## config.mk

```make
export PLATFORM = sky130hd
export DESIGN_NAME = hb_interp_chain
export DESIGN_NICKNAME = d
export VERILOG_FILES = /design/src/rtl/hbi_pkg.sv /design/src/rtl/hbi_cfg_ctl.sv /design/src/rtl/hbi_stage.sv /design/src/rtl/hbi_out_sel.sv /design/src/rtl/hb_interp_chain.sv
export SDC_FILE = /design/constraint.sdc
export NUM_CORES = 2
export LEC_CHECK = 0
export BUFFER_PORTS_ARGS = -buffer_cell sky130_fd_sc_hd__buf_2
export CAP_MARGIN = 20
export CORE_ASPECT_RATIO = 0.5
export CORE_MARGIN = 2
export CORE_UTILIZATION = 60
export CTS_BUF_LIST = sky130_fd_sc_hd__clkbuf_4 sky130_fd_sc_hd__clkbuf_8 sky130_fd_sc_hd__clkbuf_16
export CTS_CLUSTER_SIZE = 8
export DETAILED_ROUTE_END_ITERATION = 6
export MAX_ROUTING_LAYER = met4
export PLACE_DENSITY = 0.76
export SETUP_SLACK_MARGIN = 0.05
export SYNTH_ARGS = -nofsm -noshare
export SYNTH_HDL_FRONTEND = slang
export SYNTH_SLANG_ARGS = --single-unit
export TNS_END_PERCENT = 30
```

## constraint.sdc

```tcl
create_clock -name clk -period 24.5 [get_ports clk]
set_clock_uncertainty 0.2 [all_clocks]
set_input_delay 6.125 -clock clk [delete_from_list [all_inputs] [get_ports clk]]
set_output_delay 6.125 -clock clk [all_outputs]
set_load 0.005 [all_outputs]
```

## src/rtl/hbi_pkg.sv

```systemverilog
package hbi_pkg;

    // half the number of non-zero outer taps of each halfband stage
    localparam int HB_NC    = 3;
    // coefficient scale: taps are integers over 2**HB_SHIFT
    localparam int HB_SHIFT = 8;

    // outer taps from the edge of the delay line inward; the centre tap is 2**HB_SHIFT
    function automatic int hb_coef(input int j);
        case (j)
            0:       return 3;
            1:       return -25;
            default: return 150;
        endcase
    endfunction

endpackage

```

## src/rtl/hbi_cfg_ctl.sv

```systemverilog
module hbi_cfg_ctl #(
    parameter int NST = 3,
    parameter int RW  = 2,
    parameter int PW  = 3
) (
    input  logic                     clk,
    input  logic                     rst_n,
    input  logic [RW-1:0]            cfg_rate,
    input  logic                     cfg_highpass,
    output logic                     flush,
    output logic [RW-1:0]            rate,
    output logic [NST-1:0]           stage_en,
    output logic [NST-1:0]           stage_hp,
    output logic [NST-1:0][PW-1:0]   half_per
);

    typedef struct packed {
        logic [RW-1:0] rate;
        logic          hp;
    } cfg_t;

    cfg_t cfg_d, cfg_q;

    always_comb begin
        cfg_d      = cfg_q;
        flush      = (cfg_rate != cfg_q.rate) || (cfg_highpass != cfg_q.hp);
        cfg_d.rate = cfg_rate;
        cfg_d.hp   = cfg_highpass;
    end

    always_ff @(posedge clk or negedge rst_n) begin
        if (!rst_n) cfg_q <= '0;
        else        cfg_q <= cfg_d;
    end

    assign rate = cfg_q.rate;

    for (genvar g = 0; g < NST; g++) begin : g_stage_cfg
        assign stage_en[g] = (int'(cfg_q.rate) > g);
        assign stage_hp[g] = cfg_q.hp && (int'(cfg_q.rate) == g + 1);
        assign half_per[g] = stage_en[g] ? (PW'(1) << (int'(cfg_q.rate) - 1 - g)) : '0;
    end

endmodule

```

## src/rtl/hbi_stage.sv

```systemverilog
module hbi_stage
    import hbi_pkg::*;
#(
    parameter int DW = 12,
    parameter int PW = 3
) (
    input  logic          clk,
    input  logic          rst_n,
    input  logic          flush,
    input  logic [PW-1:0] half_per,
    input  logic          hp_en,
    input  logic          vin,
    input  logic [DW-1:0] xi,
    input  logic [DW-1:0] xq,
    output logic          vout,
    output logic [DW-1:0] yi,
    output logic [DW-1:0] yq
);

    localparam int TAPS  = 2 * HB_NC;
    localparam int ACC_W = DW + 13;
    localparam logic signed [ACC_W-1:0] MAXV = ACC_W'((64'sd1 <<< (DW - 1)) - 64'sd1);
    localparam logic signed [ACC_W-1:0] MINV = -MAXV - ACC_W'(1);
    localparam logic signed [ACC_W-1:0] RND  = ACC_W'(64'sd1 <<< (HB_SHIFT - 1));

    typedef logic [TAPS-1:0][DW-1:0] line_t;

    typedef struct packed {
        line_t         dl_i;
        line_t         dl_q;
        logic          even_pend;
        logic [PW-1:0] tmr;
        logic          vout;
        logic [DW-1:0] y_i;
        logic [DW-1:0] y_q;
    } st_t;

    st_t st_d, st_q;

    function automatic logic [DW-1:0] clip(input logic signed [ACC_W-1:0] a);
        if (a > MAXV)      return MAXV[DW-1:0];
        else if (a < MINV) return MINV[DW-1:0];
        else               return a[DW-1:0];
    endfunction

    // symmetric sum over the outer taps, rounded half up
    function automatic logic [DW-1:0] sym_phase(input line_t d);
        logic signed [ACC_W-1:0] acc;
        logic signed [ACC_W-1:0] a;
        logic signed [ACC_W-1:0] b;
        logic signed [ACC_W-1:0] c;
        acc = '0;
        for (int j = 0; j < HB_NC; j++) begin
            a   = ACC_W'($signed(d[j]));
            b   = ACC_W'($signed(d[TAPS-1-j]));
            c   = ACC_W'(hb_coef(j));
            acc = acc + c * (a + b);
        end
        acc = acc + RND;
        return clip(acc >>> HB_SHIFT);
    endfunction

    // centre tap phase; the upper-image response flips its sign
    function automatic logic [DW-1:0] ctr_phase(input line_t d, input logic neg);
        logic signed [ACC_W-1:0] m;
        m = ACC_W'($signed(d[HB_NC-1]));
        if (neg) return clip(-m);
        else     return d[HB_NC-1];
    endfunction

    always_comb begin
        st_d      = st_q;
        st_d.vout = 1'b0;
        if (st_q.even_pend) begin
            st_d.vout      = 1'b1;
            st_d.y_i       = sym_phase(st_q.dl_i);
            st_d.y_q       = sym_phase(st_q.dl_q);
            st_d.even_pend = 1'b0;
            st_d.tmr       = half_per;
        end else if (st_q.tmr != '0) begin
            st_d.tmr = st_q.tmr - PW'(1);
            if (st_q.tmr == PW'(1)) begin
                st_d.vout = 1'b1;
                st_d.y_i  = ctr_phase(st_q.dl_i, hp_en);
                st_d.y_q  = ctr_phase(st_q.dl_q, hp_en);
            end
        end
        if (vin) begin
            st_d.dl_i      = {st_q.dl_i[TAPS-2:0], xi};
            st_d.dl_q      = {st_q.dl_q[TAPS-2:0], xq};
            st_d.even_pend = 1'b1;
        end
        if (flush) st_d = '0;
    end

    always_ff @(posedge clk or negedge rst_n) begin
        if (!rst_n) st_q <= '0;
        else        st_q <= st_d;
    end

    assign vout = st_q.vout;
    assign yi   = st_q.y_i;
    assign yq   = st_q.y_q;

endmodule

```

## src/rtl/hbi_out_sel.sv

```systemverilog
module hbi_out_sel #(
    parameter int DW  = 12,
    parameter int NST = 3,
    parameter int RW  = 2
) (
    input  logic                   clk,
    input  logic                   rst_n,
    input  logic                   flush,
    input  logic [RW-1:0]          rate,
    input  logic                   in_en,
    input  logic [DW-1:0]          in_i,
    input  logic [DW-1:0]          in_q,
    input  logic [NST-1:0]         st_v,
    input  logic [NST-1:0][DW-1:0] st_i,
    input  logic [NST-1:0][DW-1:0] st_q,
    output logic                   out_valid,
    output logic [DW-1:0]          out_i,
    output logic [DW-1:0]          out_q
);

    localparam int SW = (NST > 1) ? $clog2(NST) : 1;

    typedef struct packed {
        logic          v;
        logic [DW-1:0] y_i;
        logic [DW-1:0] y_q;
    } byp_t;

    byp_t byp_d, byp_q;
    logic [SW-1:0] sel;

    always_comb begin
        byp_d   = byp_q;
        byp_d.v = 1'b0;
        if ((rate == '0) && in_en) begin
            byp_d.v   = 1'b1;
            byp_d.y_i = in_i;
            byp_d.y_q = in_q;
        end
        if (flush) byp_d = '0;
    end

    always_ff @(posedge clk or negedge rst_n) begin
        if (!rst_n) byp_q <= '0;
        else        byp_q <= byp_d;
    end

    assign sel = SW'(rate - RW'(1));

    always_comb begin
        if (rate == '0) begin
            out_valid = byp_q.v;
            out_i     = byp_q.y_i;
            out_q     = byp_q.y_q;
        end else begin
            out_valid = st_v[sel];
            out_i     = st_i[sel];
            out_q     = st_q[sel];
        end
    end

endmodule

```

## src/rtl/hb_interp_chain.sv

```systemverilog
module hb_interp_chain #(
    parameter  int DW  = 12,
    parameter  int NST = 3,
    localparam int RW  = $clog2(NST + 1)
) (
    input  logic          clk,
    input  logic          rst_n,
    input  logic [RW-1:0] cfg_rate,
    input  logic          cfg_highpass,
    input  logic          in_en,
    input  logic [DW-1:0] in_i,
    input  logic [DW-1:0] in_q,
    output logic          out_valid,
    output logic [DW-1:0] out_i,
    output logic [DW-1:0] out_q
);

    localparam int PW = $clog2(1 << (NST - 1)) + 1;

    logic                   flush;
    logic [RW-1:0]          rate;
    logic [NST-1:0]         stage_en;
    logic [NST-1:0]         stage_hp;
    logic [NST-1:0][PW-1:0] half_per;
    logic [NST-1:0]         sv;
    logic [NST-1:0][DW-1:0] si;
    logic [NST-1:0][DW-1:0] sq;

    hbi_cfg_ctl #(.NST(NST), .RW(RW), .PW(PW)) u_cfg (
        .clk          (clk),
        .rst_n        (rst_n),
        .cfg_rate     (cfg_rate),
        .cfg_highpass (cfg_highpass),
        .flush        (flush),
        .rate         (rate),
        .stage_en     (stage_en),
        .stage_hp     (stage_hp),
        .half_per     (half_per)
    );

    for (genvar g = 0; g < NST; g++) begin : g_stage
        logic          vin;
        logic [DW-1:0] xi;
        logic [DW-1:0] xq;
        if (g == 0) begin : g_head
            assign vin = in_en & stage_en[g];
            assign xi  = in_i;
            assign xq  = in_q;
        end else begin : g_link
            assign vin = sv[g-1] & stage_en[g];
            assign xi  = si[g-1];
            assign xq  = sq[g-1];
        end
        hbi_stage #(.DW(DW), .PW(PW)) u_stage (
            .clk      (clk),
            .rst_n    (rst_n),
            .flush    (flush),
            .half_per (half_per[g]),
            .hp_en    (stage_hp[g]),
            .vin      (vin),
            .xi       (xi),
            .xq       (xq),
            .vout     (sv[g]),
            .yi       (si[g]),
            .yq       (sq[g])
        );
    end

    hbi_out_sel #(.DW(DW), .NST(NST), .RW(RW)) u_out (
        .clk       (clk),
        .rst_n     (rst_n),
        .flush     (flush),
        .rate      (rate),
        .in_en     (in_en),
        .in_i      (in_i),
        .in_q      (in_q),
        .st_v      (sv),
        .st_i      (si),
        .st_q      (sq),
        .out_valid (out_valid),
        .out_i     (out_i),
        .out_q     (out_q)
    );

endmodule

```

==> qor.csv <==
stage,metric,value,unit
floorplan,# rows,91,
yosys,fraction of the yosys area taken by sequential cells,0.182,
critical_path,worst path arrival time,11.39,ns
layout,multi-input logic area,54300,sq um
cts,Hold Buf Count CTS,0,
sta,RSZ-0062 raised after global routing,false,
sta,Slew headroom,0.236,
placed_design,dpl hpwl,157,mm
critical_path,flop2flop setup slack,13.45,ns
critical_path,Most common cell on crit path,fa_1,
grt,Overall Global Routing Usage,0.311,
critical_path,critical path endpoint,g_stage[0].u_stage.yq[0],
critical_path,Setup CP Type,reg2reg,
drt,via count,56946,
yosys,Syn Area/Cell,9.01,sq um
critical_path,RR Endpoint,g_stage[0].u_stage.yq[0],
power_and_ir_drop,sequential share of power,0.441,
placed_design,number of port buffers,54,
cts,CTS root buffer,clkbuf_16,
yosys,cell accounting for the most synthesized area,fa_1,
critical_path,CP bufs+invs,4,
cts,Longest Clk Path Bufs,3,
grt,grt ovf,0,
critical_path,Critical Path RT,24.84,ns
yosys,Mapped Cells,8357,
yosys,Post-synth top flop,dfrtp_1,
sta,final hold violations,0,
layout,"Cell Count, Final, Fillers Out",9952,
floorplan,initial core utilization,0.608,
cts,clock slew at the register clock pins of the worst setup and hold paths,0.05,ns
flow_run,Max-Cap Viols,0,
sta,Fmax,90.5,MHz
floorplan,Die Area,129000,sq um
sta,setup ws final,13.45,ns
layout,Syn-to-layout area delta,5.29,%
yosys,yosys warns,0,
cts,# clock sinks,547,
cts,H-tree depth,3,
yosys,commonest cells in the netlist,"1666 x inv_1, 1290 x ha_1, 1103 x nand2_1",
power_and_ir_drop,Leakage,42.7,nW
drt,DRT iter0 DRCs,4761,
placed_design,Placed Cells,9855,
yosys,"count leader, synth",inv_1,
placed_design,DP Area,77000,sq um
yosys,Synth Register Bits,547,
power_and_ir_drop,Pwr per Cell Area,26.1,nW/um^2
drt,routed len/inst,19.2,microns
critical_path,Worst setup EP type,flip-flop,
power_and_ir_drop,Int Power,0.00154,W
sta,Worst Max-Slew Pin Slew,1.15,ns
layout,fin area,79300,sq um
critical_path,"slowest stage cell, crit path",o41ai_2,
yosys,distinct cell type count after synthesis,89,
critical_path,Crit path depth,34,
critical_path,CP Launch Type,flip-flop,
power_and_ir_drop,Comb pwr share,0.064,
drt,Antenna Nets Post-Route,0,
critical_path,crit-path leading delay family,adder cells,
drt,final WL,191,mm
cts,post-CTS sizing,0,
placed_design,pre-CTS WS,13.58,ns
layout,layout cell share with drive strength beyond 1,0.0318,
cts,CTS buffer count,79,
grt,vias in the first global route,57272,
power_and_ir_drop,Clk network pwr share,0.495,
yosys,Post-synth ARST share,1.00,
sta,max-slew violations,0,
yosys,Yosys top cell area share,0.241,
power_and_ir_drop,Net Sw Frac,0.257,
min_path,Hold WC Path Type,reg2reg,
yosys,number of synthesized flops with an enable pin,0,
critical_path,reg2reg path depth,34,
critical_path,crit-path max FO,11,
drt,post-route DRC violation count,0,
floorplan,Core ar.,124000,sq um
cts,CTS tree,built,
floorplan,I/O pin count,55,
power_and_ir_drop,Switching Power,0.000532,W
yosys,Syn Nets,10583,
layout,Layout Nets,10491,
grt,antenna violations before repair,2,
status,status,"finished, final reports clean",
floorplan,DIE HEIGHT,254,microns
yosys,mapped cell area,75300,sq um
critical_path,r2r startpoint,g_stage[0].u_stage.st_q[53],
grt,first-pass GRT wire length,308,mm
sta,setup TNS,0,ns
drt,Via density,5.72,
power_and_ir_drop,maximum vdd ir drop,0.0479,mV
yosys,top area cells in the synthesized netlist,"fa_1 24%, ha_1 21%, dfrtp_1 18%",
sta,fin crit share,0.451,
cts,postcts setup bufs,0,
floorplan,Die W,505,microns
cts,clk_lat worst skew,0.68,ns
drt,DR pass1 iterations,6,
placed_design,GPL Wtd Cong,1.04,
critical_path,CP peak stage delay,0.95,ns
sta,final setup vio count,0,
layout,register area,13700,sq um
critical_path,Worst Setup SP,g_stage[0].u_stage.st_q[53],
grt,largest net degree at the start of global routing,197,
sta,Period minus WS final,11.05,ns
layout,# fillers,10345,
## metrics by stage
stage / hold slack (ns) / power [W] / util
after floorplan: 0.248 / 0.00100 / -
after global placement: 0.283 / 0.00106 / 0.621
after detailed placement: 0.283 / 0.00106 / 0.621
after CTS: 0.300 / 0.00207 / 0.639
after global routing: 0.308 / 0.00213 / 0.640
final: 0.301 / 0.00207 / 0.640
## final cells by class
type | count | area share
multi-input cells | 5872 | 0.686
diodes | 3 | 0.0000947
flip-flops and latches | 547 | 0.173
clock inverters | 6 | 0.00170
inverters | 1668 | 0.0790
repair buffers | 97 | 0.00833
clock buffers | 85 | 0.0262
well taps | 1674 | 0.0264
## cells by family after synthesis
kind of cell / Yosys count / share of synthesized area
buffers and inverters: 1938 / 0.0974
AO/OA/AOI/OAI: 1536 / 0.122
AND/OR/NAND/NOR: 1810 / 0.104
XOR/XNOR: 293 / 0.0341
adder cells (fa/ha/maj): 2196 / 0.455
multiplexers: 37 / 0.00500
flip-flops: 547 / 0.182
## power by group through the flow
| stage | clock (W) | sequential (W) | combinational [W] |
|---|---|---|---|
| 2_1_floorplan | 0 | 0.000924 | 0.0000781 |
| 3_3_place_gp | 0 | 0.000926 | 0.000129 |
| 3_5_place_dp | 0 | 0.000926 | 0.000131 |
| 4_1_cts | 0.00103 | 0.000911 | 0.000131 |
| 5_1_grt | 0.00107 | 0.000911 | 0.000147 |
| 6_report | 0.00102 | 0.000912 | 0.000133 |
## placed cells by master, fill, tap and decap left out, drive strengths merged, types with 97 or more instances in the layout
cell | Yosys | layout
inv | 1666 | 1667
ha | 1290 | 1290
nand2 | 1103 | 1103
fa | 906 | 906
a21oi | 781 | 781
dfrtp | 547 | 547
nor2 | 277 | 277
o21ai | 257 | 257
xnor2 | 219 | 219
buf | 24 | 97
## metal layers
| metal | up-vias | GRT usage | part of all wire |
|---|---|---|---|
| li1 | 26799 | - | - |
| met1 | 28108 | 0.441 | 0.46 |
| met2 | 1788 | 0.467 | 0.44 |
| met3 | 251 | 0.0540 | 0.078 |
| met4 | 0 | 0.0752 | 0.024 |
| met5 | - | - | 0 |
## how the worst min path moves through the flow
| stage | from | end | slack, ns | cells past startpoint |
|---|---|---|---|---|
| 6_report | u_out.byp_q[4] | u_out.byp_q[4] | 0.30 | 1 |
| 5_1_grt | u_out.byp_q[19] | u_out.byp_q[19] | 0.31 | 1 |
| 4_1_cts | u_out.byp_q[4] | u_out.byp_q[4] | 0.30 | 1 |
| 3_5_place_dp | u_out.byp_q[14] | u_out.byp_q[14] | 0.28 | 1 |
| 3_3_place_gp | u_out.byp_q[0] | u_out.byp_q[0] | 0.28 | 1 |
| 2_1_floorplan | g_stage[2].u_stage.yi[1] | g_stage[2].u_stage.yi[1] | 0.25 | 2 |
## worst reg2reg max path, delay by kind of cell, from the launching register on
| family | cells | cell delay [ns] |
|---|---|---|
| fa+ha+maj | 11 | 5.17 |
| compound gates | 14 | 4.23 |
| flops | 1 | 0.48 |
| simple gates | 4 | 0.42 |
| buf+inv | 4 | 0.26 |
| xor+xnor | 1 | 0.20 |
## state kept, by name (all words and copies together) (netlist names)
register              flops
g_stage.u_stage.yq       36
u_cfg.cfg_q               1
g_stage.u_stage.st_q    444
g_stage.u_stage.vout      3
u_cfg.rate                2
g_stage.u_stage.yi       36
u_out.byp_q              25
No activity file was read; power rests on OpenSTA's default activity.
